$ cat config.mk
export PLATFORM = sky130hd
export DESIGN_NAME = tile_pingpong_loader
export DESIGN_NICKNAME = d
export VERILOG_FILES = /design/src/rtl/pp_pkg.sv /design/src/rtl/pp_bank.sv /design/src/rtl/pp_fill_ctrl.sv /design/src/rtl/pp_swap_ctrl.sv /design/src/rtl/tile_pingpong_loader.sv
export SDC_FILE = /design/constraint.sdc
export NUM_CORES = 1
export LEC_CHECK = 0
export BUFFER_PORTS_ARGS = -buffer_cell sky130_fd_sc_hd__buf_2
export CORE_AREA = 2 2 361 274
export DETAILED_ROUTE_END_ITERATION = 7
export DIE_AREA = 0 0 363 276
export PLACE_DENSITY = 0.68
export SETUP_SLACK_MARGIN = 0.4
export SYNTH_ARGS = -nofsm -noshare
export SYNTH_HDL_FRONTEND = slang
export SYNTH_HIERARCHICAL = 1
export SYNTH_SLANG_ARGS = --single-unit
export TNS_END_PERCENT = 100
$ cat constraint.sdc
create_clock -name clk -period 2.92 [get_ports clk]
set_clock_uncertainty 0.15 [all_clocks]
set_input_delay 0.292 -clock clk [delete_from_list [all_inputs] [get_ports clk]]
set_output_delay 0.292 -clock clk [all_outputs]
set_load 0.005 [all_outputs]
$ cat src/rtl/pp_pkg.sv
package pp_pkg;

   typedef enum logic {PH_MEAN = 1'b0, PH_VAR = 1'b1} beat_phase_e;

   function automatic int tile_depth(input int tof, input int tif, input int kx, input int ky);
      return tof * tif * kx * ky;
   endfunction

endpackage

$ cat src/rtl/pp_bank.sv
module pp_bank #(
   parameter int DW    = 8,
   parameter int DEPTH = 36,
   parameter int AW    = 6
) (
   input  logic          clk,
   input  logic          wr_mean_en,
   input  logic          wr_var_en,
   input  logic [AW-1:0] wr_addr,
   input  logic [DW-1:0] wr_data,
   input  logic [AW-1:0] rd_addr,
   output logic [DW-1:0] rd_mean,
   output logic [DW-1:0] rd_var
);

   logic [DW-1:0] mean_mem [DEPTH];
   logic [DW-1:0] var_mem  [DEPTH];

   always_ff @(posedge clk) begin
      if (wr_mean_en) mean_mem[wr_addr] <= wr_data;
      if (wr_var_en)  var_mem[wr_addr]  <= wr_data;
      rd_mean <= mean_mem[rd_addr];
      rd_var  <= var_mem[rd_addr];
   end

endmodule

$ cat src/rtl/pp_fill_ctrl.sv
module pp_fill_ctrl
   import pp_pkg::*;
#(
   parameter int DW    = 8,
   parameter int DEPTH = 36,
   parameter int AW    = 6
) (
   input  logic          clk,
   input  logic          rst_n,
   input  logic          job_start,
   input  logic          fill_en,
   input  logic          in_valid,
   output logic          in_ready,
   input  logic [DW-1:0] in_data,
   output logic          wr_mean_en,
   output logic          wr_var_en,
   output logic [AW-1:0] wr_addr,
   output logic [DW-1:0] wr_data,
   output logic          tile_loaded
);

   localparam logic [AW-1:0] LAST_ADDR = AW'(DEPTH - 1);

   beat_phase_e   phase_q;
   logic [AW-1:0] addr_q;
   logic          accept;

   assign in_ready    = fill_en;
   assign accept      = in_valid & fill_en;
   assign wr_mean_en  = accept & (phase_q == PH_MEAN);
   assign wr_var_en   = accept & (phase_q == PH_VAR);
   assign wr_addr     = addr_q;
   assign wr_data     = in_data;
   assign tile_loaded = wr_var_en & (addr_q == LAST_ADDR);

   always_ff @(posedge clk) begin
      if (!rst_n || job_start) begin
         phase_q <= PH_MEAN;
         addr_q  <= '0;
      end else if (accept) begin
         if (phase_q == PH_MEAN) begin
            phase_q <= PH_VAR;
         end else begin
            phase_q <= PH_MEAN;
            addr_q  <= (addr_q == LAST_ADDR) ? '0 : addr_q + 1'b1;
         end
      end
   end

   AST_ADDR_IN_TILE: assert property (@(posedge clk) disable iff (!rst_n)
      accept |-> (addr_q <= LAST_ADDR));

endmodule

$ cat src/rtl/pp_swap_ctrl.sv
module pp_swap_ctrl #(
   parameter int TCW = 8
) (
   input  logic           clk,
   input  logic           rst_n,
   input  logic           start,
   input  logic [TCW-1:0] job_tiles,
   input  logic           tile_loaded,
   input  logic           cmp_done,
   output logic           job_start,
   output logic           job_busy,
   output logic           fill_en,
   output logic           fill_full,
   output logic           fill_sel,
   output logic           tile_valid,
   output logic           swap,
   output logic           job_done
);

   logic           busy_q;
   logic [TCW-1:0] fills_left_q;
   logic [TCW-1:0] comp_left_q;
   logic           full_q;
   logic           cmp_busy_q;
   logic           sel_q;
   logic           done_ok;

   assign job_start  = start & ~busy_q & (job_tiles != '0);
   assign done_ok    = cmp_done & cmp_busy_q;
   assign swap       = full_q & (~cmp_busy_q | done_ok);
   assign job_done   = done_ok & (comp_left_q == TCW'(1));
   assign fill_en    = busy_q & (fills_left_q != '0) & ~full_q;
   assign job_busy   = busy_q;
   assign fill_full  = full_q;
   assign fill_sel   = sel_q;
   assign tile_valid = cmp_busy_q;

   always_ff @(posedge clk) begin
      if (!rst_n) begin
         busy_q       <= 1'b0;
         fills_left_q <= '0;
         comp_left_q  <= '0;
         full_q       <= 1'b0;
         cmp_busy_q   <= 1'b0;
         sel_q        <= 1'b0;
      end else if (job_start) begin
         busy_q       <= 1'b1;
         fills_left_q <= job_tiles;
         comp_left_q  <= job_tiles;
         full_q       <= 1'b0;
         cmp_busy_q   <= 1'b0;
         sel_q        <= 1'b0;
      end else begin
         if (tile_loaded) begin
            full_q       <= 1'b1;
            fills_left_q <= fills_left_q - 1'b1;
         end
         if (swap) begin
            full_q     <= 1'b0;
            sel_q      <= ~sel_q;
            cmp_busy_q <= 1'b1;
         end else if (done_ok) begin
            cmp_busy_q <= 1'b0;
         end
         if (done_ok) comp_left_q <= comp_left_q - 1'b1;
         if (job_done) busy_q <= 1'b0;
      end
   end

   AST_IDLE_QUIET: assert property (@(posedge clk) disable iff (!rst_n)
      !busy_q |-> (!tile_valid && !fill_en && !swap));

   AST_SWAP_FLIPS_BANK: assert property (@(posedge clk) disable iff (!rst_n)
      swap |=> ((sel_q != $past(sel_q)) && tile_valid));

   AST_END_NO_SWAP: assert property (@(posedge clk) disable iff (!rst_n)
      $onehot0({swap, job_done}));

endmodule

$ cat src/rtl/tile_pingpong_loader.sv
module tile_pingpong_loader #(
   parameter int DW  = 8,
   parameter int TOF = 2,
   parameter int TIF = 2,
   parameter int KX  = 3,
   parameter int KY  = 3,
   parameter int TCW = 8,
   localparam int DEPTH = pp_pkg::tile_depth(TOF, TIF, KX, KY),
   localparam int AW    = (DEPTH > 1) ? $clog2(DEPTH) : 1
) (
   input  logic           clk,
   input  logic           rst_n,
   input  logic           start,
   input  logic [TCW-1:0] job_tiles,
   output logic           job_busy,
   input  logic           in_valid,
   output logic           in_ready,
   input  logic [DW-1:0]  in_data,
   input  logic [AW-1:0]  rd_addr,
   output logic [DW-1:0]  rd_mean,
   output logic [DW-1:0]  rd_var,
   output logic           tile_valid,
   input  logic           cmp_done,
   output logic           swap,
   output logic           job_done
);

   if (DW < 1 || TCW < 1) begin : g_bad_width
      $error("tile_pingpong_loader: DW and TCW must be at least 1");
   end
   if (TOF < 1 || TIF < 1 || KX < 1 || KY < 1) begin : g_bad_dims
      $error("tile_pingpong_loader: tile dimensions must be at least 1");
   end
   if (DEPTH < 2 || DEPTH > 4096) begin : g_bad_depth
      $error("tile_pingpong_loader: tile depth must lie in 2..4096");
   end

   logic          job_start;
   logic          fill_en;
   logic          fill_full;
   logic          fill_sel;
   logic          tile_loaded;
   logic          wr_mean_en;
   logic          wr_var_en;
   logic [AW-1:0] wr_addr;
   logic [DW-1:0] wr_data;
   logic          cmp_sel_q;
   logic [DW-1:0] bank_mean [2];
   logic [DW-1:0] bank_var  [2];

   pp_swap_ctrl #(.TCW(TCW)) u_swap (
      .clk        (clk),
      .rst_n      (rst_n),
      .start      (start),
      .job_tiles  (job_tiles),
      .tile_loaded(tile_loaded),
      .cmp_done   (cmp_done),
      .job_start  (job_start),
      .job_busy   (job_busy),
      .fill_en    (fill_en),
      .fill_full  (fill_full),
      .fill_sel   (fill_sel),
      .tile_valid (tile_valid),
      .swap       (swap),
      .job_done   (job_done)
   );

   pp_fill_ctrl #(.DW(DW), .DEPTH(DEPTH), .AW(AW)) u_fill (
      .clk        (clk),
      .rst_n      (rst_n),
      .job_start  (job_start),
      .fill_en    (fill_en),
      .in_valid   (in_valid),
      .in_ready   (in_ready),
      .in_data    (in_data),
      .wr_mean_en (wr_mean_en),
      .wr_var_en  (wr_var_en),
      .wr_addr    (wr_addr),
      .wr_data    (wr_data),
      .tile_loaded(tile_loaded)
   );

   for (genvar b = 0; b < 2; b++) begin : g_bank
      pp_bank #(.DW(DW), .DEPTH(DEPTH), .AW(AW)) u_bank (
         .clk       (clk),
         .wr_mean_en(wr_mean_en & (fill_sel == 1'(b))),
         .wr_var_en (wr_var_en  & (fill_sel == 1'(b))),
         .wr_addr   (wr_addr),
         .wr_data   (wr_data),
         .rd_addr   (rd_addr),
         .rd_mean   (bank_mean[b]),
         .rd_var    (bank_var[b])
      );
   end

   always_ff @(posedge clk) begin
      if (!rst_n) cmp_sel_q <= 1'b1;
      else        cmp_sel_q <= ~fill_sel;
   end

   assign rd_mean = bank_mean[cmp_sel_q];
   assign rd_var  = bank_var[cmp_sel_q];

   AST_FULL_STALLS_INPUT: assert property (@(posedge clk) disable iff (!rst_n)
      fill_full |-> !in_ready);

endmodule

; After elaboration in Yosys (flattened, before gate mapping)
; Memories as Yosys holds them, arrays and structs flattened. A register that Yosys moved wholly into a read port is not among the register bits.
; Cells that the tools add are included.
[classes]
addsub = 3
n_lt_le_gt_ge = 1
n_eq_ne = 2
muxes = 24
bitwise = 23
n_reduce_logical = 11
[ops]
columns = op, n
row1 = $mux 8, 10
row2 = $reduce_bool 8->1, 2
row3 = $sub 8x1->8 const B, 2
row4 = $and 1x1->1, 15
row5 = $mux 1, 13
row6 = $eq 8x1->1 const B, 1
row7 = $reduce_bool 2->1, 4
row8 = $add 6x1->6 const B, 1
row9 = $eq 6x6->1 const B, 1
row10 = $mux 6, 1
row11 = $not 1->1, 6
row12 = $reduce_or 3->1, 1
row13 = $ge 2x2->1 const B, 1
row14 = $not 1->2, 1
row15 = $reduce_and 2->1, 1
row16 = $reduce_or 2->1, 1
row17 = $logic_not 1->1, 1
row18 = $logic_or 1x1->1, 1
row19 = $or 1x1->1, 1
[word_totals]
register_bits = 28
ram_bits = 1152
wordCells = 77
memories = 4
[memory_table]
columns = name, depth, word_bits, read_ports, rd_clocked_by_memory_dff, wr, line_no
row1 = g_bank[0].u_bank.mean_mem, 36, 8, 1, 1, 1, pp_bank.sv:16  ; logic [DW-1:0] mean_mem [DEPTH];
row2 = g_bank[0].u_bank.var_mem, 36, 8, 1, 1, 1, pp_bank.sv:17  ; logic [DW-1:0] var_mem [DEPTH];
row3 = g_bank[1].u_bank.mean_mem, 36, 8, 1, 1, 1, pp_bank.sv:16
row4 = g_bank[1].u_bank.var_mem, 36, 8, 1, 1, 1, pp_bank.sv:17

; Depth between registers and ports, before layout
[logic_depth]
depth_word = 8
depth_mapped = 9

; Hierarchy
; The synthesis kept the hierarchy.
[by_module_without_submodules]
columns = module, instances, cells_per_inst, area_per_inst_um2, seq_area_each_um2
row1 = pp_bank, 2, 1251, 23145.9, 17616.9
row2 = pp_swap_ctrl, 1, 112, 1001.0, 400.4
row3 = pp_fill_ctrl, 1, 50, 412.9, 140.1
row4 = tile_pingpong_loader, 1, 24, 297.8, 20.0

; Least setup slack after synthesis
; Ideal clock, no wire load.
[synth_timing]
path_kind = register -> register
startpoint = reg u_swap.fills_left_q[0]
endpoint = mem g_bank[0].u_bank.var_mem[19][0], enable pin
setup_time_ps = 370
arrival_ps = 2242
required_ps = 2400
slack_ps = 158
stages_incl_launch_ff = 10
path_buffers = 0
synth_period_minus_slack_ps = 2762
path_cell_list = dfxtp_1 > inv_1 > ha_1 > a311oi_1 > nand3_2 > inv_1 > nor2b_1 > nor2b_1 > nand2_1 > nor2_1
[synth_between]
elab_chain_cells = 8
[synth_lines]
columns = element, line_no
row1 = "start, declared", pp_swap_ctrl.sv:21  ; logic [TCW-1:0] fills_left_q;
row2 = "start signal, assigned", pp_swap_ctrl.sv:48  ; fills_left_q <= job_tiles;
row3 = "start signal, assigned", pp_swap_ctrl.sv:56  ; fills_left_q <= fills_left_q - 1'b1;
row4 = $reduce_bool 8->1, pp_swap_ctrl.sv:32  ; assign fill_en = busy_q & (fills_left_q != '0) & ~full_q;
row5 = $and 1x1->1 (2 in a row), pp_swap_ctrl.sv:32
row6 = named net fill_en, tile_pingpong_loader.sv:39  ; logic fill_en;
row7 = $and 1x1->1, pp_fill_ctrl.sv:29  ; assign accept = in_valid & fill_en;
row8 = $and 1x1->1, pp_fill_ctrl.sv:31  ; assign wr_var_en = accept & (phase_q == PH_VAR);
row9 = named net wr_var_en, tile_pingpong_loader.sv:44  ; logic wr_var_en;
row10 = $and 1x1->1, tile_pingpong_loader.sv:87  ; .wr_var_en (wr_var_en & (fill_sel == 1'(b))),
row11 = $mux 1, pp_bank.sv:21  ; if (wr_var_en) var_mem[wr_addr] <= wr_data;
row12 = $mux 1 (not written as such), pp_bank.sv:21
row13 = "end, declared", pp_bank.sv:17
; The timed path passes the listed nets, and every way through them passes these cells.

; Worst setup path after layout
[layout_timing]
startpoint = reg u_swap.fills_left_q[0]
endpoint = mem g_bank[0].u_bank.mean_mem[7][2], enable pin
[layout_between]
elab_chain_cells = 8
[layout_lines]
columns = element, line_no
row1 = $reduce_bool 8->1, pp_swap_ctrl.sv:32
row2 = $and 1x1->1 (2 in a row), pp_swap_ctrl.sv:32
row3 = $and 1x1->1, pp_fill_ctrl.sv:29
row4 = $and 1x1->1, pp_fill_ctrl.sv:30  ; assign wr_mean_en = accept & (phase_q == PH_MEAN);
row5 = named net wr_mean_en, tile_pingpong_loader.sv:43  ; logic wr_mean_en;
row6 = $and 1x1->1, tile_pingpong_loader.sv:86  ; .wr_mean_en(wr_mean_en & (fill_sel == 1'(b))),
row7 = $mux 1, pp_bank.sv:20  ; if (wr_mean_en) mean_mem[wr_addr] <= wr_data;
row8 = $mux 1 (not written as such), pp_bank.sv:20
row9 = "end, declared", pp_bank.sv:16
; The timed path passes the listed nets, and every way through them passes these cells.

==> metrics.md <==
| Metric | Value |
|---|---|
| Area Growth Syn to Fin | 17.5% |
| VDD IR max | 0.000543 V |
| Yosys reg bits | 1212 |
| Ys flop type | edfxtp_1 |
| Hold Worst Slack | 77.8 ps |
| Final setup margin | 345 ps |
| Die height | 276 um |
| CTS tree | built |
| Setup TNS | 0 ps |
| Filler cells | 6904 |
| Wirelength per Cell | 26.6 um |
| RSZ-0062 raised after global routing | true |
| Reg-to-Reg Start | u_swap/fills_left_q[0] |
| Vias in the first global route | 26200 |
| Cell with the most instances after synthesis | edfxtp_1 |
| Clock Tree Buf Depth | 3 |
| CP max FO | 8 |
| First-pass GRT wire length | 168000 um |
| Crit path max-delay cell type | dfxtp_2 |
| Max Cap Viol | 0 |
| Post-DR vias/cell | 6.02 |
| Worst-path cell chain | inv_2, ha_4, a311oi_4, nand2_1, nor2_2, nor2b_4, nor2b_4, buf_4, nand2_8, nor2_2, buf_6 |
| # IOs | 48 |
| Die area | 0.100 mm^2 |
| Setup crit start kind | register |
| Post-Syn Nets | 2720 |
| Placed cells | 4099 |
| Total power | 35.9 mW |
| R2r worst-path depth | 11 |
| I/O Buffers | 47 |
| Drt pass-1 iters | 5 |
| Clock sink count | 1212 |
| Reg clk slew, reported paths | 60 ps |
| Share of cells above drive strength 1 | 24.9% |
| Slew HR | 8.25% |
| Pwr Density | 637 mW/mm^2 |
| Crit Path Category | reg2reg |
| Antenna fix cells | 0 |
| Global route overflow | 0 |
| Max-slew violations | 0 |
| Seq/Total Area, Yosys | 74.6% |
| EDFF count, synth | 1152 |
| Sequential cell area | 0.0358 mm^2 |
| Post-layout util | 58.5% |
| Post-DP HPWL | 72400 um |
| Ys Warns | 6 |
| Post-route ant nets | 0 |
| Leakage power | 19.5 nW |
| Post-synth top area share | 72.1% |
| Worst Path Arrival | 2840 ps |
| Placed inst area | 0.0514 mm^2 |
| Fmax | 388 MHz |
| Worst setup path end | g_bank[0].u_bank/mean_mem[7][2] |
| Post-synth ARST share | 0% |
| Clock latency at the later pin of the worst-skew pair | 700 ps |
| Layout Cells excl Fill | 4337 |
| Final setup viols | 0 |
| Commonest cells post-synth | edfxtp_1, mux2i_1, nor2_1, a22oi_1, a21oi_1 |
| Starting Density | 49.7% |
| Worst path max stage delay | 340 ps |
| Drt first-iter violations | 2900 |
| Die W | 363 um |
| Total core area | 0.0965 mm^2 |
| Reg2Reg Capture Point | g_bank[0].u_bank/mean_mem[7][2] |
| Cts bufs inserted | 110 |
| Gr usage total | 22.8% |
| Via count | 26100 |
| Area contributors post-synth | edfxtp_1, mux2i_1, dfxtp_1 |
| Required time of the critical path | 3180 ps |
| Final GP Congestion | 0.898 |
| Cell taking the most area after synthesis | edfxtp_1 |
| Mapped Cells | 2688 |
| Nets | 3013 |
| Drt drc | 0 |
| Start point of the critical path | u_swap/fills_left_q[0] |
| Hold Crit Class | in2reg |
| Post-route minimum period | 2570 ps |
| H-tree depth | 3 |
| Status | complete, no violations |
| Avg Cell Area, Syn | 17.9 um^2 |
| Multi-input gate area in the final layout | 0.0120 mm^2 |
| Cell area after synthesis | 0.0480 mm^2 |
| Largest net degree at the start of global routing | 145 |
| Core Rows | 99 |
| Root Buffer | clkbuf_16 |
| Worst-Margin Slew | 1380 ps |
| Reg2reg setup slack | 350 ps |
| Detailed Route WL | 115000 um |
| Setup Slack @ Placement | 40.2 ps |
| Initial antenna violation count | 2 |
| Crit share post-route | 88.2% |
| Worst setup EP type | register |
| Design Area, Final | 0.0564 mm^2 |
| Hold Vio Cnt, Final | 0 |
| Post-synth cell types | 62 |
area by class of cell:
class	instances	area share, %
Clock buffer	150	5.39
Clock inverter	56	1.21
Inverter	11	0.0732
Multi-Input combinational cell	1301	21.2
Sequential cell	1212	63.5
Tap cell	1262	2.80
Timing Repair Buffer	345	5.84
logic make-up after synthesis:
family                     Yosys count  share of synthesized area, %
xor gates and xnor gates            16                         0.292
adders and majority gates            5                         0.130
DFF                               1212                          74.6
muxes                              562                          12.7
and+or+nand+nor                    296                          2.84
buffers and inverters              175                          2.21
AOI/OAI and AO/OA                  422                          7.29
how the worst min path moves through the flow:
stage                           startpoint                               end  cells after the start
after floorplan                      rst_n                         cmp_sel_q                      1
after global placement    u_swap/fill_full                 u_swap/tile_valid                      2
after detailed placement  u_swap/fill_full                 u_swap/tile_valid                      2
after CTS                       in_data[5]  g_bank[0].u_bank/mean_mem[22][5]                      1
after global routing            in_data[5]  g_bank[0].u_bank/mean_mem[22][5]                      1
final                           in_data[5]   g_bank[0].u_bank/mean_mem[7][5]                      1
repair_timing:
| action | 4_1_cts | 5_1_grt |
|---|---|---|
| pin swaps | 13 | 18 |
| buffers inserted | 6 | 9 |
| setup endpoints to repair | 1174 | 1158 |
| hold buffers | 17 | 0 |
| gates resized for setup | 96 | 181 |
| hold endpoints to repair | 211 | 0 |
per-layer routing:
layer  track usage, %  vias to the layer above  routed length, um
met4             5.69                        4               2670
li1                 -                    11400                  -
met1             33.0                    13300              49500
met2             33.6                     1226              51400
met3             7.05                      197              11800
met5                0                        -                 85
state kept, by name, indices dropped and copies added, names as in the netlist, 6 cells and up:
register                count
u_fill/wr_addr              6
g_bank.u_bank/rd_var       16
g_bank.u_bank/rd_mean      16
g_bank.u_bank/var_mem     576
g_bank.u_bank/mean_mem    576
u_swap/comp_left_q          8
u_swap/fills_left_q         8
worst max-delay path: cells and delay by family, from the launching register on:
| kind | cells | cell delay [ps] |
|---|---|---|
| AO/OA/AOI/OAI | 1 | 330 |
| flip-flops | 1 | 340 |
| adder cells (fa/ha/maj) | 1 | 150 |
| buffers and inverters | 3 | 360 |
| AND/OR/NAND/NOR | 6 | 940 |
cells in the final DEF, fill, tap and decap left out, types with 7 or more instances in the layout:
cell type      synthesis  routed
a221oi_2              26      26
o22ai_1               32      32
dlygate4sd3_1          0      17
clkbuf_1              56      31
nand2_2                0       8
nand3_1               13       8
nor2b_4                0       9
o21ai_1                8       8
nor2_1               158      43
buf_12                 1      33
a21oi_1               83      83
nor2_2                 2      49
nor2_4                 0      68
xnor2_1               11      11
inv_1                 10       7
edfxtp_1            1152    1152
clkinv_2               0       9
dfxtp_2                0       7
clkinvlp_4             0       7
a22oi_1              128     128
o41ai_2               32      32
nand2_1               62      52
a221oi_1              38      38
buf_2                 34      36
nand2b_1               7       7
clkinv_1               0      19
buf_6                 21      83
clkbuf_16              0     114
mux4_2                32      32
dfxtp_1               60      51
mux2i_1              514     514
a22o_1                64      64
bufinv_16              0      15
buf_4                 36     172
mux2_4                10      10
report_power, final:
part / total (mW) / internal (mW) / switching (mW)
Sequential: 19.1 / 19.1 / 0.0392
Combinational: 1.99 / 0.737 / 1.25
Clock: 14.8 / 8.61 / 6.20
Total: 35.9 / 28.4 / 7.49
Note: power is estimated with default switching activity, not from simulation.
